[src/rtl/pwm_timer8_pkg.sv]
package pwm_timer8_pkg;
    typedef enum logic [1:0] {
        WG_NORMAL = 2'd0,
        WG_PHASE  = 2'd1,
        WG_CTC    = 2'd2,
        WG_FAST   = 2'd3
    } wg_mode_e;

    typedef enum logic [1:0] {
        CO_OFF    = 2'd0,
        CO_TOGGLE = 2'd1,
        CO_CLEAR  = 2'd2,
        CO_SET    = 2'd3
    } co_mode_e;
endpackage

[src/rtl/pwm_t8_counter.sv]
module pwm_t8_counter
    import pwm_timer8_pkg::*;
#(
    parameter int W = 8
) (
    input  logic         clk,
    input  logic         rst_n,
    input  logic         tick,
    input  wg_mode_e     mode,
    input  logic [W-1:0] top_cmp,
    output logic [W-1:0] cnt_q,
    output logic         down_q
);
    localparam logic [W-1:0] MAXV = '1;

    typedef struct packed {
        logic [W-1:0] cnt;
        logic         down;
    } cnt_st_t;

    cnt_st_t s_d, s_q;

    always_comb begin
        s_d = s_q;
        if (mode != WG_PHASE) s_d.down = 1'b0;
        if (tick) begin
            unique case (mode)
                WG_CTC: begin
                    s_d.cnt = (s_q.cnt == top_cmp) ? '0 : s_q.cnt + 1'b1;
                end
                WG_PHASE: begin
                    if (!s_q.down) begin
                        if (s_q.cnt == MAXV) begin
                            s_d.down = 1'b1;
                            s_d.cnt  = s_q.cnt - 1'b1;
                        end else begin
                            s_d.cnt = s_q.cnt + 1'b1;
                        end
                    end else begin
                        if (s_q.cnt == '0) begin
                            s_d.down = 1'b0;
                            s_d.cnt  = s_q.cnt + 1'b1;
                        end else begin
                            s_d.cnt = s_q.cnt - 1'b1;
                        end
                    end
                end
                default: s_d.cnt = s_q.cnt + 1'b1;
            endcase
        end
    end

    always_ff @(posedge clk or negedge rst_n) begin
        if (!rst_n) s_q <= '0;
        else        s_q <= s_d;
    end

    assign cnt_q  = s_q.cnt;
    assign down_q = s_q.down;

    // no tick, no movement
    a_r2_hold_without_tick: assert property (@(posedge clk) disable iff (!rst_n)
        !tick |=> $stable(cnt_q));

    // falling phase never sits at the top
    a_r4_down_below_top: assert property (@(posedge clk) disable iff (!rst_n)
        (mode == WG_PHASE && down_q) |-> (cnt_q != MAXV));
endmodule

[src/rtl/pwm_t8_compare.sv]
module pwm_t8_compare
    import pwm_timer8_pkg::*;
#(
    parameter int W = 8
) (
    input  logic         clk,
    input  logic         rst_n,
    input  logic         tick,
    input  wg_mode_e     mode,
    input  logic [W-1:0] cnt,
    input  logic         wr_en,
    input  logic [W-1:0] wr_data,
    output logic [W-1:0] ocr_q,
    output logic         match
);
    localparam logic [W-1:0] MAXV = '1;

    typedef struct packed {
        logic [W-1:0] pend;
        logic [W-1:0] act;
    } cmp_st_t;

    cmp_st_t s_d, s_q;
    logic    immediate;
    logic    load_pt;

    always_comb begin
        immediate = (mode == WG_NORMAL) || (mode == WG_CTC);
        load_pt   = tick && (cnt == MAXV);
        s_d       = s_q;
        if (wr_en) s_d.pend = wr_data;
        if (immediate) begin
            if (wr_en) s_d.act = wr_data;
        end else if (load_pt) begin
            s_d.act = wr_en ? wr_data : s_q.pend;
        end
    end

    always_ff @(posedge clk or negedge rst_n) begin
        if (!rst_n) s_q <= '0;
        else        s_q <= s_d;
    end

    assign ocr_q = s_q.act;
    assign match = tick && (cnt == s_q.act);

    // buffered value only moves at the wrap in fast PWM
    a_r5_fast_load_only_at_wrap: assert property (@(posedge clk) disable iff (!rst_n)
        (mode == WG_FAST && !(tick && cnt == MAXV)) |=> $stable(ocr_q));
endmodule

[src/rtl/pwm_t8_wave.sv]
module pwm_t8_wave
    import pwm_timer8_pkg::*;
#(
    parameter int W = 8
) (
    input  logic         clk,
    input  logic         rst_n,
    input  logic         tick,
    input  wg_mode_e     mode,
    input  co_mode_e     com,
    input  logic [W-1:0] cnt,
    input  logic         down,
    input  logic [W-1:0] ocr,
    input  logic         match,
    output logic         wave_q,
    output logic         drive_en
);
    localparam logic [W-1:0] MAXV = '1;

    logic wave_d;
    logic pwm_mode;

    always_comb begin
        pwm_mode = (mode == WG_PHASE) || (mode == WG_FAST);
        drive_en = (com != CO_OFF) && !(pwm_mode && com == CO_TOGGLE);
        wave_d   = wave_q;
        unique case (mode)
            WG_FAST: begin
                if (com[1]) begin
                    if (tick && cnt == MAXV)            wave_d = (com == CO_CLEAR);
                    else if (match && ocr != MAXV)      wave_d = (com == CO_SET);
                end
            end
            WG_PHASE: begin
                if (com[1] && match) wave_d = down ? (com == CO_CLEAR) : (com == CO_SET);
            end
            default: begin
                if (match) begin
                    unique case (com)
                        CO_TOGGLE: wave_d = ~wave_q;
                        CO_CLEAR:  wave_d = 1'b0;
                        CO_SET:    wave_d = 1'b1;
                        default:   wave_d = wave_q;
                    endcase
                end
            end
        endcase
    end

    always_ff @(posedge clk or negedge rst_n) begin
        if (!rst_n) wave_q <= 1'b0;
        else        wave_q <= wave_d;
    end

    // toggle action flips on every match
    a_r9_toggle_flips: assert property (@(posedge clk) disable iff (!rst_n)
        ((mode == WG_NORMAL || mode == WG_CTC) && com == CO_TOGGLE && match)
        |=> (wave_q != $past(wave_q)));

    // compare at top in fast PWM never moves the output mid-period
    a_r11_top_match_ignored: assert property (@(posedge clk) disable iff (!rst_n)
        (mode == WG_FAST && com[1] && ocr == MAXV && !(tick && cnt == MAXV))
        |=> $stable(wave_q));
endmodule

[src/rtl/pwm_timer8.sv]
module pwm_timer8
    import pwm_timer8_pkg::*;
#(
    parameter int W = 8
) (
    input  logic         clk,
    input  logic         rst_n,
    input  logic         tick,
    input  logic         cfg_we,
    input  logic [1:0]   cfg_mode,
    input  logic [1:0]   cfg_com,
    input  logic         cmp_we,
    input  logic [W-1:0] cmp_wdata,
    input  logic [1:0]   flag_clr,
    output logic [W-1:0] count_out,
    output logic         wave_out,
    output logic         wave_en,
    output logic         ovf_flag,
    output logic         cmp_flag
);
    localparam logic [W-1:0] MAXV = '1;

    typedef struct packed {
        wg_mode_e mode;
        co_mode_e com;
        logic     ovf;
        logic     cmf;
    } top_st_t;

    top_st_t      s_d, s_q;
    logic [W-1:0] cnt;
    logic         down;
    logic [W-1:0] ocr;
    logic         match;
    logic         wave;
    logic         drive;
    logic         ovf_set;

    pwm_t8_counter #(.W(W)) u_counter (
        .clk(clk), .rst_n(rst_n), .tick(tick), .mode(s_q.mode),
        .top_cmp(ocr), .cnt_q(cnt), .down_q(down)
    );

    pwm_t8_compare #(.W(W)) u_compare (
        .clk(clk), .rst_n(rst_n), .tick(tick), .mode(s_q.mode), .cnt(cnt),
        .wr_en(cmp_we), .wr_data(cmp_wdata), .ocr_q(ocr), .match(match)
    );

    pwm_t8_wave #(.W(W)) u_wave (
        .clk(clk), .rst_n(rst_n), .tick(tick), .mode(s_q.mode), .com(s_q.com),
        .cnt(cnt), .down(down), .ocr(ocr), .match(match),
        .wave_q(wave), .drive_en(drive)
    );

    always_comb begin
        ovf_set = tick && ((s_q.mode != WG_PHASE && cnt == MAXV) ||
                           (s_q.mode == WG_PHASE && down && cnt == '0));
        s_d     = s_q;
        if (cfg_we) begin
            s_d.mode = wg_mode_e'(cfg_mode);
            s_d.com  = co_mode_e'(cfg_com);
        end
        s_d.ovf = (s_q.ovf && !flag_clr[0]) || ovf_set;
        s_d.cmf = (s_q.cmf && !flag_clr[1]) || match;
    end

    always_ff @(posedge clk or negedge rst_n) begin
        if (!rst_n) s_q <= '0;
        else        s_q <= s_d;
    end

    assign count_out = cnt;
    assign wave_en   = drive;
    assign wave_out  = drive & wave;
    assign ovf_flag  = s_q.ovf;
    assign cmp_flag  = s_q.cmf;

    // a match always leaves the compare flag set
    a_r7_match_sets_flag: assert property (@(posedge clk) disable iff (!rst_n)
        match |=> cmp_flag);

    // clear without a coincident event empties the overflow flag
    a_r8_ovf_clear: assert property (@(posedge clk) disable iff (!rst_n)
        (flag_clr[0] && !ovf_set) |=> !ovf_flag);

    // phase-correct top does not raise overflow
    a_r6_pc_top_no_ovf: assert property (@(posedge clk) disable iff (!rst_n)
        (s_q.mode == WG_PHASE && tick && cnt == MAXV && !ovf_flag) |=> !ovf_flag);
endmodule

[config.mk]
export PLATFORM = sky130hd
export DESIGN_NAME = pwm_timer8
export DESIGN_NICKNAME = d
export VERILOG_FILES = /design/src/rtl/pwm_timer8_pkg.sv /design/src/rtl/pwm_t8_counter.sv /design/src/rtl/pwm_t8_compare.sv /design/src/rtl/pwm_t8_wave.sv /design/src/rtl/pwm_timer8.sv
export SDC_FILE = /design/constraint.sdc
export NUM_CORES = 1
export LEC_CHECK = 0
export BUFFER_PORTS_ARGS = -buffer_cell sky130_fd_sc_hd__buf_2
export CORE_MARGIN = 2
export CORE_UTILIZATION = 45
export DETAILED_ROUTE_END_ITERATION = 10
export PLACE_DENSITY = 0.67
export SYNTH_ARGS = -nofsm -noshare
export SYNTH_HDL_FRONTEND = slang
export SYNTH_SLANG_ARGS = --single-unit
export TNS_END_PERCENT = 1
[constraint.sdc]
create_clock -name clk -period 6.7 [get_ports clk]
set_clock_uncertainty 0.2 [all_clocks]
set_input_delay 0.67 -clock clk [delete_from_list [all_inputs] [get_ports clk]]
set_output_delay 0.67 -clock clk [all_outputs]
set_load 0.1 [all_outputs]
==> qor.csv <==
metric,value,unit
status,"finished, final reports clean",
die_x,73.6,um
place_congestion,0.822,
viasPerCell,5.73,
drv_slew,0,
die_area,0.00541,mm2
startpoint_type,flop,
synth-simple-area-share,18.1,%
initialDrtViolationCount,105,
cts_resized,0,
port_buffers,30,
reg2reg_depth,7,
cts_hold_buf,0,
synth_xor_area_share,3.22,%
cp.required,5830,ps
yosys_most_used_dff,dfrtp_1,
cp_max_fo,6,
grt_pass1_wl,7730,um
avgSynthCellArea,9.85,um2
overflow,0,
ys_warn_count,0,
n_antenna_cell,0,
cts.sinks,32,
maxCapViolCount,0,
synthArstFlopShare,100,%
worstReg2RegStart,u_counter.cnt_q[0],
drc,0,
ant_nets,0,
post-place-ws,4060,ps
tns,0,ps
syn-num-nets,251,
setup_viol,0,
layout.nets,278,
clock_latency,280,ps
core,0.00469,mm2
cts_made_buffers,5,
drive_gt1_share,23.7,%
dieHeight,73.6,um
grt_pass1_vias,1644,
worst_slack,3770,ps
dp_hpwl,3330,um
hold_viol_final,0,
grt_max_degree,33,
post-cts-setup-buffers,0,
tightest_slew,727,ps
path_clk_slew,70,ps
initial_core_util,46.4,%
fin_total_pwr,829,uW
wl_per_cell,15.1,um
worstHoldPathType,input pin to async pin,
synth_edf_count,0,
reg2reg_slack,4170,ps
r2r_end,u_counter.cnt_q[4],
cp_top_family,buffers and inverters,
max_slew_margin,51.5,%
arrival,2060,ps
period_needed,2930,ps
synth_top_family_by_area,simple AND/OR/NAND/NOR gates,
ir_drop,0.135,mV
max_freq,341,MHz
clockRootBuffer,clkbuf_8,
synth_seq_cells,32,
rsz0062_at_grt,no,
power.density,342,mW/mm2
crit_buf_inv,2,
endpoint_kind,output pin,
holdWs,244,ps
syn_inst,221,
p_leak,1.12,nW
max_stage_delay,410,ps
ios,31,
cts_buffer_depth,2,
fin_util,51.7,%
synth_adder_area_share,6.32,%
num_rows,25,
critical_path_class,flop to output pin,
vias,1737,
post-route-period-util,43.7,%
htree_num_levels,2,
cp_slowest_cell,buf_2,
syn2layout_area_growth,11.5,%
ys_seq_area_share,36.8,%
wirelength,4570,um
path_cells,inv_1 > ha_1 > or2_2 > a21oi_1 > and2_1 > buf_2,
synth_compound_area_share,15.5,%
grt_usage,18.4,%
first_pass_iters,4,
synthMuxAreaShare,14.0,%
antenna_found_initial,0,
cts_tree,done,
synthesis.area,0.00218,mm2
synth_cell_types,55,
==> state kept, by name, indices dropped and copies added (netlist names) <==
name / flops
u_compare.ocr_q: 8
ovf_flag: 1
cmp_flag: 1
u_counter.cnt_q: 8
u_counter.down_q: 1
u_wave.wave_q: 1
u_compare.s_q: 8
s_q: 4
==> synth_stat cells, types with 2 or more instances <==
cell,number,area share [%]
a2bb2oi_1,2,0.80
o221ai_1,2,0.80
nor3b_1,2,0.69
clkbuf_1,4,0.69
inv_1,21,3.6
a211o_1,2,0.80
and3_1,5,1.4
o211ai_1,3,1.0
dfrtp_1,32,37
ha_1,11,6.3
o21ai_0,11,2.5
mux2_2,11,5.7
a211oi_1,2,0.69
nand3b_1,2,0.69
and2_1,4,1.1
nand2b_1,5,1.4
nor2_1,7,1.2
or2_2,2,0.57
nand3_1,6,1.4
a31oi_1,2,0.57
nor3_1,3,0.69
nor4_1,2,0.57
or3_1,2,0.57
xnor2_1,8,3.2
nand2_1,11,1.9
nand4_1,5,1.4
buf_2,2,0.46
or4_1,2,0.69
buf_4,4,1.4
mux2i_1,18,8.3
a21oi_1,4,0.92
==> area by class of cell <==
class	instances	area, um2
clock inverter	3	18.8
timing repair buffer	30	150
tap	54	67.6
fill	439	2260
clock buffer	5	68.8
multi-input combinational	158	1240
inverter	21	78.8
sequential	32	801
==> where the power goes <==
part           switching (mW)  internal [mW]  total, mW  leakage (nW)
Clock                  0.0771         0.0724      0.149        0.0479
Combinational           0.251          0.118      0.369         0.680
Sequential             0.0765          0.234      0.310         0.388
Total                   0.404          0.425      0.829          1.12
==> placed cells by master (no fill, tap or decap), types with 2 or more instances in the layout <==
cell type,netlist,routed
dfrtp_1,32,32
buf_2,2,30
inv_1,21,21
mux2i_1,18,18
mux2_2,11,11
o21ai_0,11,11
nand2_1,11,11
ha_1,11,11
xnor2_1,8,8
nor2_1,7,7
nand3_1,6,6
nand4_1,5,5
and3_1,5,5
nand2b_1,5,5
clkbuf_8,0,5
a21oi_1,4,4
and2_1,4,4
nor3_1,3,3
o211ai_1,3,3
or3_1,2,2
or2_2,2,2
nor3b_1,2,2
o221ai_1,2,2
a211oi_1,2,2
or4_1,2,2
nand3b_1,2,2
a211o_1,2,2
a31oi_1,2,2
a2bb2oi_1,2,2
nor4_1,2,2
clkinv_2,0,2
==> layer usage <==
metal	wire, um	share of wire [%]	global-route usage [%]
met1	2110	46	24.1
met2	2180	48	28.8
met3	211	4.6	4.80
met4	66	1.4	7.47
met5	0	0	0
==> metrics by stage <==
step / instances / area [um2]
2_1_floorplan: 221 / 2180
6_report: 303 / 2430
4_1_cts: 303 / 2430
3_5_place_dp: 295 / 2340
5_1_grt: 303 / 2430
3_3_place_gp: 295 / 2340
==> how the worst max path moves through the flow <==
stage               endpoint  cells past startpoint    from  slack (ps)
global placement    wave_out                      6  s_q[5]        4150
finish              wave_out                      6  s_q[5]        3770
detailed placement  wave_out                      6  s_q[5]        4060
floorplan           wave_out                      5  s_q[5]        2450
global route        wave_out                      6  s_q[5]        3670
CTS                 wave_out                      6  s_q[5]        3750
==> kinds of logic (layout without fill, tap and decap cells) <==
group,Yosys count,count (layout)
and+or+nand+nor,65,65
AOI/OAI and AO/OA,45,45
DFF,32,32
buffers and inverters,31,59
muxes,29,29
adders and majority gates,11,11
xor gates and xnor gates,8,8
Note: power is estimated with default switching activity, not from simulation.
